<file path="src/rtl/wcm_pkg.sv">
package wcm_pkg;
  localparam int NUM_RULES = 6;

  typedef enum logic [2:0] {
    CODE_NONE     = 3'd0,
    CODE_LAST_CHG = 3'd1,
    CODE_RDY_TMO  = 3'd2,
    CODE_CACHE    = 3'd3,
    CODE_SIZE     = 3'd4,
    CODE_LEN      = 3'd5,
    CODE_RUNAWAY  = 3'd6
  } code_e;

  // Lowest fired rule wins: scan downward so the last hit is the smallest.
  function automatic logic [2:0] first_code(input logic [NUM_RULES-1:0] fired);
    logic [2:0] c;
    c = 3'd0;
    for (int i = NUM_RULES - 1; i >= 0; i--) begin
      if (fired[i]) c = 3'(i + 1);
    end
    return c;
  endfunction

  function automatic logic size_too_wide(input logic [2:0] sz, input int unsigned bus_bytes);
    return (32'd1 << sz) > bus_bytes;
  endfunction

  function automatic logic cache_alloc_bad(input logic [3:0] attr);
    return attr[2] & ~attr[1];
  endfunction

  function automatic logic burst_len_ok(input logic [15:0] nbeats, input logic [15:0] len_m1);
    return nbeats == (len_m1 + 16'd1);
  endfunction
endpackage

</file>
<file path="src/rtl/wcm_hs_watch.sv">
module wcm_hs_watch #(
  parameter int MAX_WAIT = 16
) (
  input  logic clk,
  input  logic rst_n,
  input  logic wvalid,
  input  logic wready,
  input  logic wlast,
  output logic lastchg_fire,
  output logic tmo_fire
);
  localparam int CW = $clog2(MAX_WAIT + 1);

  logic          wait_q;
  logic          ref_q;
  logic [CW-1:0] stall_q;
  logic          stall_now;

  assign stall_now    = wvalid & ~wready;
  assign lastchg_fire = wait_q & wvalid & (wlast != ref_q);
  assign tmo_fire     = stall_now & (stall_q == CW'(MAX_WAIT - 1));

  always_ff @(posedge clk) begin
    if (!rst_n) begin
      wait_q  <= 1'b0;
      ref_q   <= 1'b0;
      stall_q <= '0;
    end else begin
      wait_q <= stall_now;
      if (stall_now && !wait_q) ref_q <= wlast;
      if (!stall_now)                       stall_q <= '0;
      else if (stall_q != CW'(MAX_WAIT))    stall_q <= stall_q + CW'(1);
    end
  end

  assert_lastchg_in_stall_R2: assert property (@(posedge clk) disable iff (!rst_n)
    lastchg_fire |-> ($past(wvalid) && !$past(wready)))
    else $error("end marker change flagged outside a stall");

  assert_timeout_single_R3: assert property (@(posedge clk) disable iff (!rst_n)
    tmo_fire |=> !tmo_fire)
    else $error("timeout fired twice in a row");
endmodule

</file>
<file path="src/rtl/wcm_len_fifo.sv">
module wcm_len_fifo #(
  parameter int DEPTH = 4,
  parameter int LEN_W = 8
) (
  input  logic             clk,
  input  logic             rst_n,
  input  logic             push,
  input  logic [LEN_W-1:0] push_len,
  input  logic             pop,
  output logic             exp_valid,
  output logic [LEN_W-1:0] exp_len
);
  localparam int PW = (DEPTH > 1) ? $clog2(DEPTH) : 1;
  localparam int NW = $clog2(DEPTH + 1);

  logic [LEN_W-1:0] mem [DEPTH];
  logic [PW-1:0]    wr_q, rd_q;
  logic [NW-1:0]    cnt_q;
  logic             empty, do_wr, do_rd;

  assign empty     = (cnt_q == '0);
  assign exp_valid = !empty || push;
  assign exp_len   = empty ? push_len : mem[rd_q];
  assign do_wr     = push && !(empty && pop);
  assign do_rd     = pop && !empty;

  function automatic logic [PW-1:0] bump(input logic [PW-1:0] p);
    return (p == PW'(DEPTH - 1)) ? '0 : p + PW'(1);
  endfunction

  always_ff @(posedge clk) begin
    if (do_wr) mem[wr_q] <= push_len;
  end

  always_ff @(posedge clk) begin
    if (!rst_n) begin
      wr_q  <= '0;
      rd_q  <= '0;
      cnt_q <= '0;
    end else begin
      if (do_wr) wr_q <= bump(wr_q);
      if (do_rd) rd_q <= bump(rd_q);
      case ({do_wr, do_rd})
        2'b10:   cnt_q <= cnt_q + NW'(1);
        2'b01:   cnt_q <= cnt_q - NW'(1);
        default: cnt_q <= cnt_q;
      endcase
    end
  end

  assert_queue_bounded_R6: assert property (@(posedge clk) disable iff (!rst_n)
    cnt_q <= NW'(DEPTH))
    else $error("length queue count above depth");
endmodule

</file>
<file path="src/rtl/wcm_beat_track.sv">
module wcm_beat_track
  import wcm_pkg::*;
#(
  parameter int LEN_W = 8
) (
  input  logic             clk,
  input  logic             rst_n,
  input  logic             wvalid,
  input  logic             wready,
  input  logic             wlast,
  input  logic             exp_valid,
  input  logic [LEN_W-1:0] exp_len,
  output logic             pop,
  output logic             len_fire,
  output logic             run_fire
);
  localparam int CW   = LEN_W + 2;
  localparam int MAXB = 1 << LEN_W;

  logic          beat, end_beat;
  logic [CW-1:0] cnt_q, n_now, hold_n_q;
  logic          hold_q;

  assign beat     = wvalid & wready;
  assign end_beat = beat & wlast;
  assign n_now    = cnt_q + CW'(1);
  assign run_fire = beat & ~wlast & (n_now == CW'(MAXB));

  always_comb begin
    pop      = 1'b0;
    len_fire = 1'b0;
    if (hold_q && exp_valid) begin
      pop      = 1'b1;
      len_fire = !burst_len_ok(16'(hold_n_q), 16'(exp_len));
    end else if (end_beat && exp_valid) begin
      pop      = 1'b1;
      len_fire = !burst_len_ok(16'(n_now), 16'(exp_len));
    end
  end

  always_ff @(posedge clk) begin
    if (!rst_n) begin
      cnt_q    <= '0;
      hold_q   <= 1'b0;
      hold_n_q <= '0;
    end else begin
      if (beat) begin
        if (wlast)            cnt_q <= '0;
        else if (~&cnt_q)     cnt_q <= n_now;
      end
      if (hold_q && exp_valid) begin
        hold_q <= end_beat;
        if (end_beat) hold_n_q <= n_now;
      end else if (end_beat && !exp_valid) begin
        hold_q   <= 1'b1;
        hold_n_q <= n_now;
      end
    end
  end

  assert_runaway_single_R8: assert property (@(posedge clk) disable iff (!rst_n)
    run_fire |=> !run_fire)
    else $error("runaway rule fired on consecutive beats");
endmodule

</file>
<file path="src/rtl/wr_chan_monitor.sv">
module wr_chan_monitor
  import wcm_pkg::*;
#(
  parameter int DATA_BYTES = 8,
  parameter int MAX_WAIT   = 16,
  parameter int QDEPTH     = 4,
  parameter int LEN_W      = 8
) (
  input  logic                 clk,
  input  logic                 rst_n,
  input  logic                 clr_sticky,
  input  logic                 awvalid,
  input  logic                 awready,
  input  logic [LEN_W-1:0]     awlen,
  input  logic [2:0]           awsize,
  input  logic [3:0]           awcache,
  input  logic                 wvalid,
  input  logic                 wready,
  input  logic                 wlast,
  output logic [NUM_RULES-1:0] viol_sticky,
  output logic                 err_pulse,
  output logic [2:0]           err_code
);
  logic                 aw_hs;
  logic                 lastchg_fire, tmo_fire, cache_fire, size_fire, len_fire, run_fire;
  logic                 q_valid, q_pop;
  logic [LEN_W-1:0]     q_len;
  logic [NUM_RULES-1:0] fired;

  assign aw_hs      = awvalid & awready;
  assign cache_fire = aw_hs & cache_alloc_bad(awcache);
  assign size_fire  = aw_hs & size_too_wide(awsize, DATA_BYTES);

  wcm_hs_watch #(.MAX_WAIT(MAX_WAIT)) u_hs (
    .clk(clk), .rst_n(rst_n), .wvalid(wvalid), .wready(wready), .wlast(wlast),
    .lastchg_fire(lastchg_fire), .tmo_fire(tmo_fire)
  );

  wcm_len_fifo #(.DEPTH(QDEPTH), .LEN_W(LEN_W)) u_q (
    .clk(clk), .rst_n(rst_n), .push(aw_hs), .push_len(awlen), .pop(q_pop),
    .exp_valid(q_valid), .exp_len(q_len)
  );

  wcm_beat_track #(.LEN_W(LEN_W)) u_bt (
    .clk(clk), .rst_n(rst_n), .wvalid(wvalid), .wready(wready), .wlast(wlast),
    .exp_valid(q_valid), .exp_len(q_len), .pop(q_pop),
    .len_fire(len_fire), .run_fire(run_fire)
  );

  assign fired = {run_fire, len_fire, size_fire, cache_fire, tmo_fire, lastchg_fire};

  always_ff @(posedge clk) begin
    if (!rst_n) begin
      viol_sticky <= '0;
      err_pulse   <= 1'b0;
      err_code    <= 3'd0;
    end else begin
      viol_sticky <= (clr_sticky ? '0 : viol_sticky) | fired;
      err_pulse   <= |fired;
      err_code    <= first_code(fired);
    end
  end

  assert_pulse_matches_code_R9: assert property (@(posedge clk) disable iff (!rst_n)
    err_pulse == (err_code != 3'd0))
    else $error("pulse and code disagree");

  assert_sticky_holds_R10: assert property (@(posedge clk) disable iff (!rst_n)
    !$past(clr_sticky) |-> ((viol_sticky & $past(viol_sticky)) == $past(viol_sticky)))
    else $error("sticky bit lost without clear");

  assert_cache_needs_hs_R4: assert property (@(posedge clk) disable iff (!rst_n)
    !(awvalid && awready) |=> !(err_pulse && err_code == 3'd3))
    else $error("cache rule reported without address handshake");
endmodule

</file>
<file path="config.mk">
export PLATFORM = sky130hd
export DESIGN_NAME = wr_chan_monitor
export DESIGN_NICKNAME = d
export VERILOG_FILES = /design/src/rtl/wcm_pkg.sv /design/src/rtl/wcm_hs_watch.sv /design/src/rtl/wcm_len_fifo.sv /design/src/rtl/wcm_beat_track.sv /design/src/rtl/wr_chan_monitor.sv
export SDC_FILE = /design/constraint.sdc
export NUM_CORES = 1
export LEC_CHECK = 0
export ABC_CLOCK_PERIOD_IN_PS = 3100
export BUFFER_PORTS_ARGS = -buffer_cell sky130_fd_sc_hd__buf_4
export CORE_ASPECT_RATIO = 1.75
export CORE_MARGIN = 3
export CORE_UTILIZATION = 54
export CTS_BUF_LIST = sky130_fd_sc_hd__clkbuf_16
export CTS_CLUSTER_SIZE = 40
export DETAILED_ROUTE_END_ITERATION = 7
export PLACE_DENSITY_LB_ADDON = 0.15
export SYNTH_ARGS = -nofsm -noshare
export SYNTH_HDL_FRONTEND = slang
export SYNTH_HIERARCHICAL = 1
export SYNTH_SLANG_ARGS = --single-unit
</file>
<file path="constraint.sdc">
create_clock -name clk -period 3.1 [get_ports clk]
set_clock_uncertainty 0.2 [all_clocks]
set_input_delay 0.62 -clock clk [delete_from_list [all_inputs] [get_ports clk]]
set_output_delay 0.62 -clock clk [all_outputs]
set_load 0.01 [all_outputs]
</file>
# Word-level counts from Yosys, hierarchy flattened
# Memories as Yosys holds them, arrays and structs flattened. A register that Yosys moved wholly into a read port is not among the register bits.
# Cells that the tools add are included.
# Widths: inputs -> output; s select.
[totals]
inputBits = 23
word_cells = 103
ff_bits = 45
n_memories = 1
mem_bits_rw = 32
[classes]
order_cmp = 1
n_shift = 1
n_mux = 26
eq_ne = 12
bitwise_logic = 17
n_reduce_logical = 24
add_sub_neg = 7
[memory_table]
columns = ["memory", "depth", "width", "rd", "rd_ports_with_merged_regs", "wr", "line_no", "source"]
rows = [
  ["u_q.mem", 4, 8, 1, 1, 1, "wcm_len_fifo.sv:16", "logic [LEN_W-1:0] mem [DEPTH];"],
]
[ops]
columns = ["cell", "n"]
rows = [
  ["$mux 10", 5],
  ["$eq 10x16->1", 2],
  ["$gt 32x4->1 const B", 1],
  ["$shl 1x3->32 const A", 1],
  ["$and 1x1->1", 12],
  ["$mux 2", 6],
  ["$add 10x1->10 const B", 1],
  ["$eq 10x9->1 const B", 1],
  ["$reduce_and 10->1", 1],
  ["$add 8x1->9 const B", 1],
  ["$mux 1", 9],
  ["$mux 3", 3],
  ["$mux 8", 1],
  ["$logic_and 1x1->1", 7],
  ["$eq 2x2->1 const B", 3],
  ["$logic_not 1->1", 6],
  ["$mux 6", 1],
  ["$or 6x6->6", 1],
  ["$pmux 3 s2", 1],
  ["$reduce_and 2->1", 3],
  ["$reduce_or 6->1", 1],
  ["$add 5x1->5 const B", 1],
  ["$eq 5x4->1 const B", 1],
  ["$ne 5x5->1 const B", 1],
  ["other kinds (13)", 18],
]

# Longest topological paths before layout
# Gate-level depths: netlist of the first run.
[depth]
depth_word = 12
ltp_mapped = 12

# By module
# The synthesis of the first run kept the hierarchy.
[modules_own_cells]
columns = ["module", "instances", "area_per_inst_um2", "seq_area_each_um2", "cells_per_inst"]
rows = [
  ["wcm_len_fifo", 1, 1759.2, 1141.1, 102],
  ["wcm_beat_track", 1, 1452.6, 420.4, 177],
  ["wr_chan_monitor", 1, 389.1, 200.2, 38],
  ["wcm_hs_watch", 1, 362.8, 140.1, 37],
]

# Worst setup path before layout of the first run
# OpenSTA, ideal clock, no wires.
[synth_path]
path_type = "flip-flop to flip-flop"
startpoint = "register with a tool-made name"
endpoint = "register err_pulse"
stages_incl_launch_ff = 13
setup_slack_ns = -0.348
arrival_ns = 3.111
synth_period_minus_slack_ns = 3.448
t_required_ns = 2.763
setup_ns = 0.137
path_buffers = 1
path_cell_list = "dfxtp_1 -> buf_6 -> mux4_2 -> mux2_2 -> ha_1 -> nand4_1 -> o21ai_0 -> and3_1 -> or4_4 -> nor4_2 -> o22ai_1 -> nor3b_4 -> a41oi_1"
[synth_lines]
columns = ["element", "line_no", "source"]
rows = [
  ["to (signal assigned)", "wr_chan_monitor.sv:59", "err_pulse <= |fired;"],
  ["to (decl)", "wr_chan_monitor.sv:21", "output logic err_pulse,"],
]

==> results.json, run 1 <==
{
  "outcome": "finished, violations left",
  "violations": "negative setup slack",
  "drive_above_1_share_pct": 30.1,
  "numClockSinks": 79,
  "drc": 0,
  "ys_seq_elements": 79,
  "path_cells": "mux4_2, mux2_4, ha_4, xor2_2, xor2_1, nor4_2, nand3_1, nor4_4, o22ai_2, nor3b_4, buf_4, nor4b_4",
  "crit_arrival_ps": 3420,
  "synth_enable_flop_cells": 32,
  "synth_cell_types": 59,
  "htreeDepth": 3,
  "io_pins": 33,
  "crit_family": "simple AND/OR/NAND/NOR gates",
  "grt_pass1_wl_um": 13700,
  "maxCapViolCount": 0,
  "worstPathMaxFanout": 4,
  "grt_setup_unrepaired": "true",
  "grt_max_degree": 36,
  "crit_cells": 12,
  "fmax_ghz": 0.293,
  "drv_slew": 0,
  "rows": 40,
  "r2r_cells": 12,
  "syn-mean-instance-area_um2": 11.2,
  "hold_violations": 0,
  "critPathLaunchType": "register",
  "relSlewSlack_pct": 53.1,
  "dpl.hpwl_um": 5880,
  "gp_congestion": 0.869,
  "syn_to_final_growth_pct": 25.5,
  "placedCellCount": 491,
  "leakagePower_uw": 0.00203,
  "synth_fp_nets": 390,
  "clk_latency_ps": 330,
  "pre_cts_ws_ps": -330,
  "synth_top_area_share_pct": 24.2,
  "hold_path_class": "register to register",
  "die_w_um": 70.8,
  "num_vias": 2917,
  "fin_nets": 456,
  "fillCellCount": 524,
  "drt_pass1_iterations": 4,
  "grt_antenna_before_repair": 0,
  "clk_pin_slew_ps": 60,
  "fin_crit_sh_pct": 110,
  "initial_core_util_pct": 56.6,
  "synth_area_leaders": "edfxtp_1 24%, dfxtp_1 24%, mux4_2 4.5%, ha_1 3.8%, xnor2_1 3.3%",
  "clockBufferDepth": 2,
  "cts_root_buf": "clkbuf_16",
  "async_flop_share_pct": 0,
  "worstPathRequired_ps": 3110,
  "cp_num_buf_inv": 1,
  "first_iter_violations": 135,
  "hold_buffers": 0,
  "finalWirelength_um": 8240,
  "min_path_cells": 2,
  "finalNonFillerCells": 509,
  "synth_most_common_cell": "dfxtp_1",
  "critPathCaptureType": "register",
  "wl_per_cell_um": 16.2,
  "critPathKind": "register to register",
  "synthesis.area_mm2": 0.00396,
  "insertedDiodeCount": 0,
  "p_per_area_mw_per_mm2": 516,
  "die_y_um": 119,
  "tightestPinTransition_ps": 698,
  "die_area_mm2": 0.00844,
  "synth_seq_area_share_pct": 48.0,
  "setup_ws_ps": -307,
  "setup_viol": 5,
  "synth_ff_type": "dfxtp_1",
  "period_minus_slack_ps": 3410,
  "irDropWorstVdd_mv": 0.477,
  "critPathSlowestCell": "mux4_2",
  "cts_made_buffers": 9,
  "vias_per_cell": 5.73,
  "grt_overflow_total": 0,
  "first_global_vias": 3046,
  "cp_slowest_stage_delay_ps": 500,
  "core_mm2": 0.00701,
  "cts_tree": "yes",
  "postSynthCellCount": 354,
  "yosysTopAreaCell": "edfxtp_1",
  "synth_commonest_cells": "47 x dfxtp_1, 32 x edfxtp_1, 31 x nand2_1",
  "yosys_warnings": 6,
  "postRouteAntennaNets": 0,
  "grtUsageTotal_pct": 20.6,
  "io_buffers": 28
}
layer usage:
layer | track usage (%) | wire length, um
met4 | 10.6 | 158
met1 | 21.2 | 3090
met3 | 3.97 | 292
met2 | 38.0 | 4700
met5 | 0 | 0
layout by cell type, fill, tap and decap left out, types with 2 or more instances in the layout:
cell,count
or3_1,6
and2_1,6
ha_1,10
xor2_1,14
o31ai_1,2
nand4_1,5
nor4_4,2
a21oi_1,11
nor3_1,6
xnor2_1,15
nor4_1,2
nor2b_1,9
nand2_1,31
edfxtp_1,32
mux2_2,4
o211a_1,8
nand3_1,8
mux4_2,8
a22oi_1,3
or3_4,2
mux2i_1,6
dfxtp_1,44
a21boi_0,4
dfxtp_2,2
clkbuf_16,12
a21boi_1,2
and4_1,3
mux2_4,4
nor2_1,14
and3_2,4
inv_1,21
nand3b_1,5
o21ai_0,10
buf_4,64
ha_4,2
a31oi_1,3
and3_1,5
stage by stage:
stage / setup TNS, ps / hold slack, ps / area (um2) / utilization, % / power, uW
floorplan: -139 / 261 / 4050 / - / 1370
finish: -1050 / 272 / 4970 / 71.0 / 2560
global route: -1640 / 298 / 4970 / 71.0 / 2660
CTS: -1220 / 280 / 4930 / 70.3 / 2570
detailed placement: -1260 / 271 / 4600 / 65.6 / 1490
global placement: -1180 / 260 / 4600 / 65.6 / 1480
registers in the layout (all words and copies together), names as in the netlist, named ones only:
name / flops
err_code: 3
err_pulse: 1
u_bt/cnt_q: 10
u_bt/hold_n_q: 10
u_bt/hold_q: 1
u_hs/ref_q: 1
u_hs/stall_q: 5
u_hs/wait_q: 1
u_q/cnt_q: 3
u_q/mem: 32
u_q/rd_q: 2
u_q/wr_q: 2
viol_sticky: 6
kinds of logic after synthesis:
kind of cell | synth area share, %
flip-flops | 48.0
buffers and inverters | 3.03
multiplexers | 8.33
AO/OA/AOI/OAI | 9.28
AND/OR/NAND/NOR | 20.2
XOR/XNOR | 6.63
adder cells (fa/ha/maj) | 4.55
final cells by class:
| type | instances | area [um2] | area share, % |
|---|---|---|---|
| repair buffers | 65 | 500 | 10.1 |
| clock inverters | 4 | 16.3 | 0.327 |
| flip-flops and latches | 79 | 1910 | 38.4 |
| multi-input cells | 246 | 2070 | 41.7 |
| inverters | 19 | 71.3 | 1.43 |
| clock buffers | 12 | 300 | 6.04 |
| well taps | 84 | 105 | 2.11 |
worst paths after layout:
path,start,endpoint,slack (ps)
min,viol_sticky[2],viol_sticky[2],270
max,register,err_code[2],-310
min reg2reg,viol_sticky[2],viol_sticky[2],270
max reg2reg,register,err_code[2],-310
power breakdown:
group	switching (uW)	internal [uW]	leakage, uW
Clock	399	679	0.000167
Sequential	16.3	1110	0.000673
Combinational	177	184	0.00119
Total	592	1970	0.00203
tightest hold or removal path, cell delays in order, from the launching register on:
cell	delay, ps
dfxtp_1	310
nand2_1	60
a21oi_1	60
repair_timing:
action,in CTS,in global routing
pin swaps,4,2
setup endpoints to repair,5,5
gates resized for setup,2,6
setup buffers,1,1
Note: power is estimated with default switching activity, not from simulation.
==> inputs of run 2 (changes only) <==
CELL_PAD_IN_SITES_DETAIL_PLACEMENT = 1   (was default)
CELL_PAD_IN_SITES_GLOBAL_PLACEMENT = 2   (was default)
CORE_UTILIZATION = 36   (was 54)
==> run 2 against run 1 <==
  * Total power fell by 1.9%
  * The run still ends with negative setup slack left
  * Via count barely moved
  * Non-clock buffer count rose by 6
  * Clock power fell by 5%
  * Flip-flop and latch count did not move
  * Hold slack got worse by 13 ps
  * Wire length rose by 13%
  * Global-route usage fell by 4.7 points
  * Die area rose by 46%
  * Design area rose by 1.3%
  * Final cell count rose by 10%
==> results.json, run 2 (synthesized netlist as in run 1, its figures left out) <==
{
  "outcome": "finished, violations left",
  "violations": "negative setup slack",
  "first_global_vias": 3111,
  "p_int_uw": 1910,
  "setup_ws_ps": -389,
  "syn_to_final_growth_pct": 27.1,
  "wl_per_cell_um": 16.6,
  "grt_overflow_total": 0,
  "layout_common_cells": "69 x buf_4, 44 x dfxtp_1, 32 x edfxtp_1",
  "critPathSlowestCell": "nor3_4",
  "grt_use_met1_pct": 15.0,
  "insertedDiodeCount": 0,
  "p_clk_share_pct": 40.8,
  "grt_pass1_wl_um": 15000,
  "critPathLaunchType": "register",
  "setup_viol": 5,
  "worstPathMaxFanout": 8,
  "die_w_um": 85.3,
  "placedCellCount": 544,
  "crit_arrival_ps": 3510,
  "drv_slew": 0,
  "cp_slowest_stage_delay_ps": 450,
  "die_y_um": 145,
  "hold_violations": 0,
  "hold_path_class": "register to register",
  "clk_latency_ps": 330,
  "design_area_mm2": 0.00504,
  "fin_nets": 462,
  "grtUsageMet2_pct": 31.8,
  "die_area_mm2": 0.0124,
  "grtUsageTotal_pct": 15.9,
  "io_buffers": 28,
  "use_met3_pct": 3.29,
  "finalNonFillerCells": 561,
  "grt_setup_unrepaired": "true",
  "numClockSinks": 79,
  "postRouteAntennaNets": 0,
  "path_cells": "nor3_4, mux2_4, ha_4, nand4_1, or3_4, a22o_1, a221o_1, nor4_4, buf_4, o22ai_4, nor3b_4, buf_4, nor4b_4",
  "tightestPinTransition_ps": 572,
  "cp_common_cell": "buf_4",
  "seqPwrFrac_pct": 44.7,
  "grt_antenna_before_repair": 0,
  "critPathKind": "register to register",
  "num_vias": 2915,
  "cts_root_buf": "clkbuf_16",
  "gp_congestion": 0.817,
  "cts_made_buffers": 9,
  "io_pins": 33,
  "largest_register_ffs": 32,
  "grt-busiest-layer": "met2",
  "htreeDepth": 3,
  "relSlewSlack_pct": 61.5,
  "dpl_cell_area_mm2": 0.00472,
  "irDropWorstVdd_mv": 0.334,
  "clk_pin_slew_ps": 60,
  "first_iter_violations": 57,
  "rows": 50,
  "p_per_area_mw_per_mm2": 499,
  "hold_buffers": 0,
  "drc": 0,
  "worstPathRequired_ps": 3120,
  "leakagePower_uw": 0.00203,
  "pwr-share-comb_pct": 14.5,
  "vias_per_cell": 5.20,
  "sw_frac_of_total_pct": 23.9,
  "drt_pass1_iterations": 4,
  "maxCapViolCount": 0,
  "regMostFlops": "u_q/mem",
  "fillCellCount": 1144,
  "fmax_ghz": 0.287,
  "holdWs_ps": 258,
  "fin_crit_sh_pct": 113,
  "top_regs": "u_q/mem: 32 flops, u_bt/cnt_q: 10 flops, u_bt/hold_n_q: 10 flops",
  "core_mm2": 0.0107,
  "dpl.hpwl_um": 7350,
  "finalWirelength_um": 9300,
  "drive_above_1_share_pct": 30.2,
  "grt_max_degree": 36,
  "initial_core_util_pct": 37.1,
  "cts_tree": "yes",
  "p_switching_uw": 602,
  "period_minus_slack_ps": 3490,
  "critPathCaptureType": "register",
  "final_common_cell": "buf_4",
  "clockBufferDepth": 2
}
-- run 2: final cells by class --
cell class	instances	area (um2)	area share [%]
Clock buffer	9	225	4.47
Multi-Input combinational cell	246	2050	40.7
Timing Repair Buffer	71	558	11.1
Clock inverter	7	65.1	1.29
Tap cell	130	163	3.23
Sequential cell	79	1910	37.9
Inverter	19	71.3	1.42
-- run 2: timing repair --
item	4_1_cts	5_1_grt
gates resized for setup	1	3
pin swaps	0	1
endpoints found under the setup margin	5	5
setup buffers	1	0
cloned	0	0
-- run 2: path summary, 6_finish.rpt --
kind | cells past startpoint | slack (ps) | end | startpoint
setup / recovery | 13 | -390 | err_code[2] | u_q/cnt_q[0]
hold / removal | 2 | 260 | viol_sticky[2] | viol_sticky[2]
setup reg to reg | 13 | -390 | err_code[2] | u_q/cnt_q[0]
hold reg to reg | 2 | 260 | viol_sticky[2] | viol_sticky[2]
-- run 2: metal layers --
| layer | up-vias | share of wire (%) | wire length (um) |
|---|---|---|---|
| met5 | - | 0 | 0 |
| met4 | 0 | 2.7 | 247 |
| met3 | 11 | 2.2 | 206 |
| met2 | 27 | 60 | 5540 |
| met1 | 1447 | 36 | 3310 |
| li1 | 1430 | - | - |
-- run 2: power by group through the flow --
stage	logic [uW]	clock network, uW	registers, uW
CTS	370	1060	1130
global route	401	1100	1130
detailed placement	365	0	1150
finish	364	1030	1130
global placement	355	0	1150
floorplan	219	0	1150
-- run 2: through the flow --
stage                     TNS (ps)  setup WS [ps]  utilization (%)  total power (uW)
after floorplan               -139           -108                -              1370
after global placement       -2000           -476             44.1              1500
after detailed placement     -2230           -538             44.1              1510
after CTS                    -2120           -476             47.0              2550
after global routing         -2460           -567             47.1              2630
final                        -1620           -389             47.1              2520
-- run 2: critical path: cells and delay by family (launching register included) --
family                   cells  cell delay (ps)
multiplexers                 1              280
AO/OA/AOI/OAI                3              680
AND/OR/NAND/NOR              6             1410
buffers and inverters        2              310
adder cells (fa/ha/maj)      1              150
flip-flops                   1              340
==> inputs of run 3 (changes only) <==
ABC_CLOCK_PERIOD_IN_PS = 3150   (was 3100)
SYNTH_HIERARCHICAL = default   (was 1)
clock period = 3.15 ns   (was 3.1 ns; I/O delays follow)
==> run 3 against run 2 <==
  * The run still ends with negative setup slack left
  * Die area up 1.2%
  * Count of clock-buffer cells in the layout stayed put
  * Final cell count is 1.1% lower
  * Critical path type unchanged
==> results.json, run 3 <==
{
  "r2r_cells": 12,
  "numClockSinks": 79,
  "syn-mean-instance-area_um2": 11.2,
  "synthesis.area_mm2": 0.00402,
  "setup_ws_ps": -85.4,
  "die_w_um": 85.8,
  "synth_ff_type": "dfxtp_1",
  "worstPathMaxFanout": 5,
  "grt_overflow_total": 0,
  "outcome": "finished, violations left",
  "fmax_ghz": 0.309,
  "core_mm2": 0.0108,
  "tightestPinTransition_ps": 564,
  "layout_common_cells": "64 x buf_4, 45 x dfxtp_1, 32 x edfxtp_1",
  "gp_congestion": 0.758,
  "irDropWorstVdd_mv": 0.295,
  "p_int_uw": 2020,
  "grt_setup_unrepaired": "true",
  "leakagePower_uw": 0.00201,
  "seqPwrFrac_pct": 41.7,
  "postRouteAntennaNets": 0,
  "critPathCaptureType": "register",
  "drive_above_1_share_pct": 23.3,
  "pwr-share-comb_pct": 17.7,
  "grtUsageTotal_pct": 16.6,
  "critPathKind": "register to register",
  "synth_top_area_share_pct": 23.9,
  "synth_fp_nets": 396,
  "hold_buffers": 0,
  "cts_tree": "yes",
  "clk_latency_ps": 340,
  "drv_slew": 0,
  "synth_area_leaders": "edfxtp_1 24%, dfxtp_1 23%, mux4_1 4.6%, xor2_1 3.9%, ha_1 3.7%",
  "io_pins": 33,
  "die_area_mm2": 0.0125,
  "fin_crit_sh_pct": 103,
  "holdWs_ps": 278,
  "postSynthCellCount": 360,
  "finalNonFillerCells": 555,
  "dpl_cell_area_mm2": 0.00457,
  "clk_pin_slew_ps": 60,
  "ys_seq_elements": 79,
  "min-delay-start": "viol_sticky[4]",
  "synth_cell_types": 54,
  "final_common_cell": "buf_4",
  "fillCellCount": 1192,
  "vias_per_cell": 5.27,
  "top_regs": "u_q.mem: 32 flops, u_bt.cnt_q: 10 flops, u_bt.hold_n_q: 10 flops",
  "maxCapViolCount": 0,
  "finalPower_uw": 2660,
  "regArea_mm2": 0.00191,
  "period_minus_slack_ps": 3240,
  "async_flop_share_pct": 0,
  "regMostFlops": "u_q.mem",
  "wl_per_cell_um": 17.4,
  "largest_register_ffs": 32,
  "critPathLaunchType": "register",
  "insertedDiodeCount": 0,
  "initial_core_util_pct": 37.1,
  "die_y_um": 146,
  "grt_pass1_wl_um": 16000,
  "num_vias": 2924,
  "rows": 50,
  "reg2reg_slack_ps": -90,
  "hold_end": "viol_sticky[4]",
  "crit_arrival_ps": 3250,
  "cts_root_buf": "clkbuf_16",
  "cts_made_buffers": 9,
  "hold_violations": 0,
  "first_global_vias": 3164,
  "worstPathRequired_ps": 3170,
  "yosysTopAreaCell": "edfxtp_1",
  "design_area_mm2": 0.00499,
  "dpl.hpwl_um": 7310,
  "synth_commonest_cells": "47 x dfxtp_1, 32 x edfxtp_1, 23 x nand2_1",
  "hold_path_class": "register to register",
  "yosys_warnings": 0,
  "placedCellCount": 534,
  "p_per_area_mw_per_mm2": 533,
  "grt_antenna_before_repair": 0,
  "synth_most_common_cell": "dfxtp_1",
  "grt_max_degree": 42,
  "synth_seq_area_share_pct": 47.4,
  "htreeDepth": 3,
  "first_iter_violations": 50,
  "p_switching_uw": 642,
  "r2r-end": "err_code[2]",
  "p_clk_share_pct": 40.6,
  "synth_enable_flop_cells": 32,
  "min_path_cells": 2,
  "syn_to_final_growth_pct": 24.3,
  "relSlewSlack_pct": 62.1,
  "setup_viol": 5,
  "sw_frac_of_total_pct": 24.2,
  "io_buffers": 28,
  "violations": "negative setup slack",
  "fin_nets": 456,
  "multi_input_area_mm2": 0.00207,
  "drc": 0,
  "finalWirelength_um": 9650,
  "drt_pass1_iterations": 4,
  "clockBufferDepth": 2
}
==> run 3: cell types whose count changed after synthesis, sizes merged, moves of 6 or more <==
cell | previous run | this run
nand2b | 1 | 7
mux2 | 8 | 0
nand2 | 32 | 23
nor3 | 7 | 14
clkbuf | 5 | 13
nand3b | 6 | 0
nand4 | 5 | 11
inv | 19 | 13
==> run 3: worst max path at each step <==
stage | startpoint | end | slack [ps] | cells after the start
final | register | err_code[2] | -90 | 12
after global routing | register | err_code[2] | -220 | 12
after CTS | register | err_code[2] | -190 | 12
after detailed placement | register | err_code[2] | -230 | 12
after global placement | register | err_code[2] | -180 | 12
after floorplan | register | err_code[2] | -80 | 14
==> run 3: per-layer routing <==
layer  global-route usage, %  wire [um]
met5                       0          0
met4                    6.18        161
met3                    3.57        175
met2                    31.3       5500
met1                    17.3       3810
==> run 3: power by group through the flow <==
stage / Sequential, uW / Clock, uW / Combinational, uW
floorplan: 1130 / 0 / 270
global placement: 1130 / 0 / 412
detailed placement: 1130 / 0 / 419
CTS: 1110 / 1120 / 463
global route: 1110 / 1170 / 513
finish: 1110 / 1080 / 470
==> run 3: per-stage QoR <==
stage	setup TNS, ps	setup slack, ps	utilization (%)
6_report	-332	-85.4	46.1
3_5_place_dp	-1060	-229	42.2
3_3_place_gp	-795	-177	42.2
2_1_floorplan	-329	-81.8	-
5_1_grt	-950	-220	46.1
4_1_cts	-864	-186	45.8
==> run 3: cells by family after synthesis <==
group | synth area share, %
AO/OA/AOI/OAI | 10.4
XOR/XNOR | 9.35
adder cells (fa/ha/maj) | 4.49
buffers and inverters | 2.96
flip-flops | 47.4
multiplexers | 8.20
AND/OR/NAND/NOR | 17.2
==> run 3: what timing repair did <==
action	4_1_cts	5_1_grt
endpoints found under the setup margin	5	5
buffers inserted	5	1
pin swaps	8	11
gates resized for setup	7	8
==> run 3: area by class of cell <==
| type | instances | area share [%] |
|---|---|---|
| clock buffers | 9 | 4.51 |
| clock inverters | 7 | 1.70 |
| inverters | 13 | 0.977 |
| multi-input cells | 252 | 41.5 |
| flip-flops and latches | 79 | 38.2 |
| well taps | 130 | 3.26 |
| repair buffers | 65 | 9.85 |
==> run 3: worst max-delay path: stages (launching register included) <==
cell      delay, ps
dfxtp_4         370
mux4_1          600
nand2_1         100
nand2_1          90
ha_4            190
and4b_1         180
a21oi_2         150
o22ai_2         110
or3_4           350
a211oi_4        290
a41oi_2         180
a21oi_4         210
a31oi_1         100
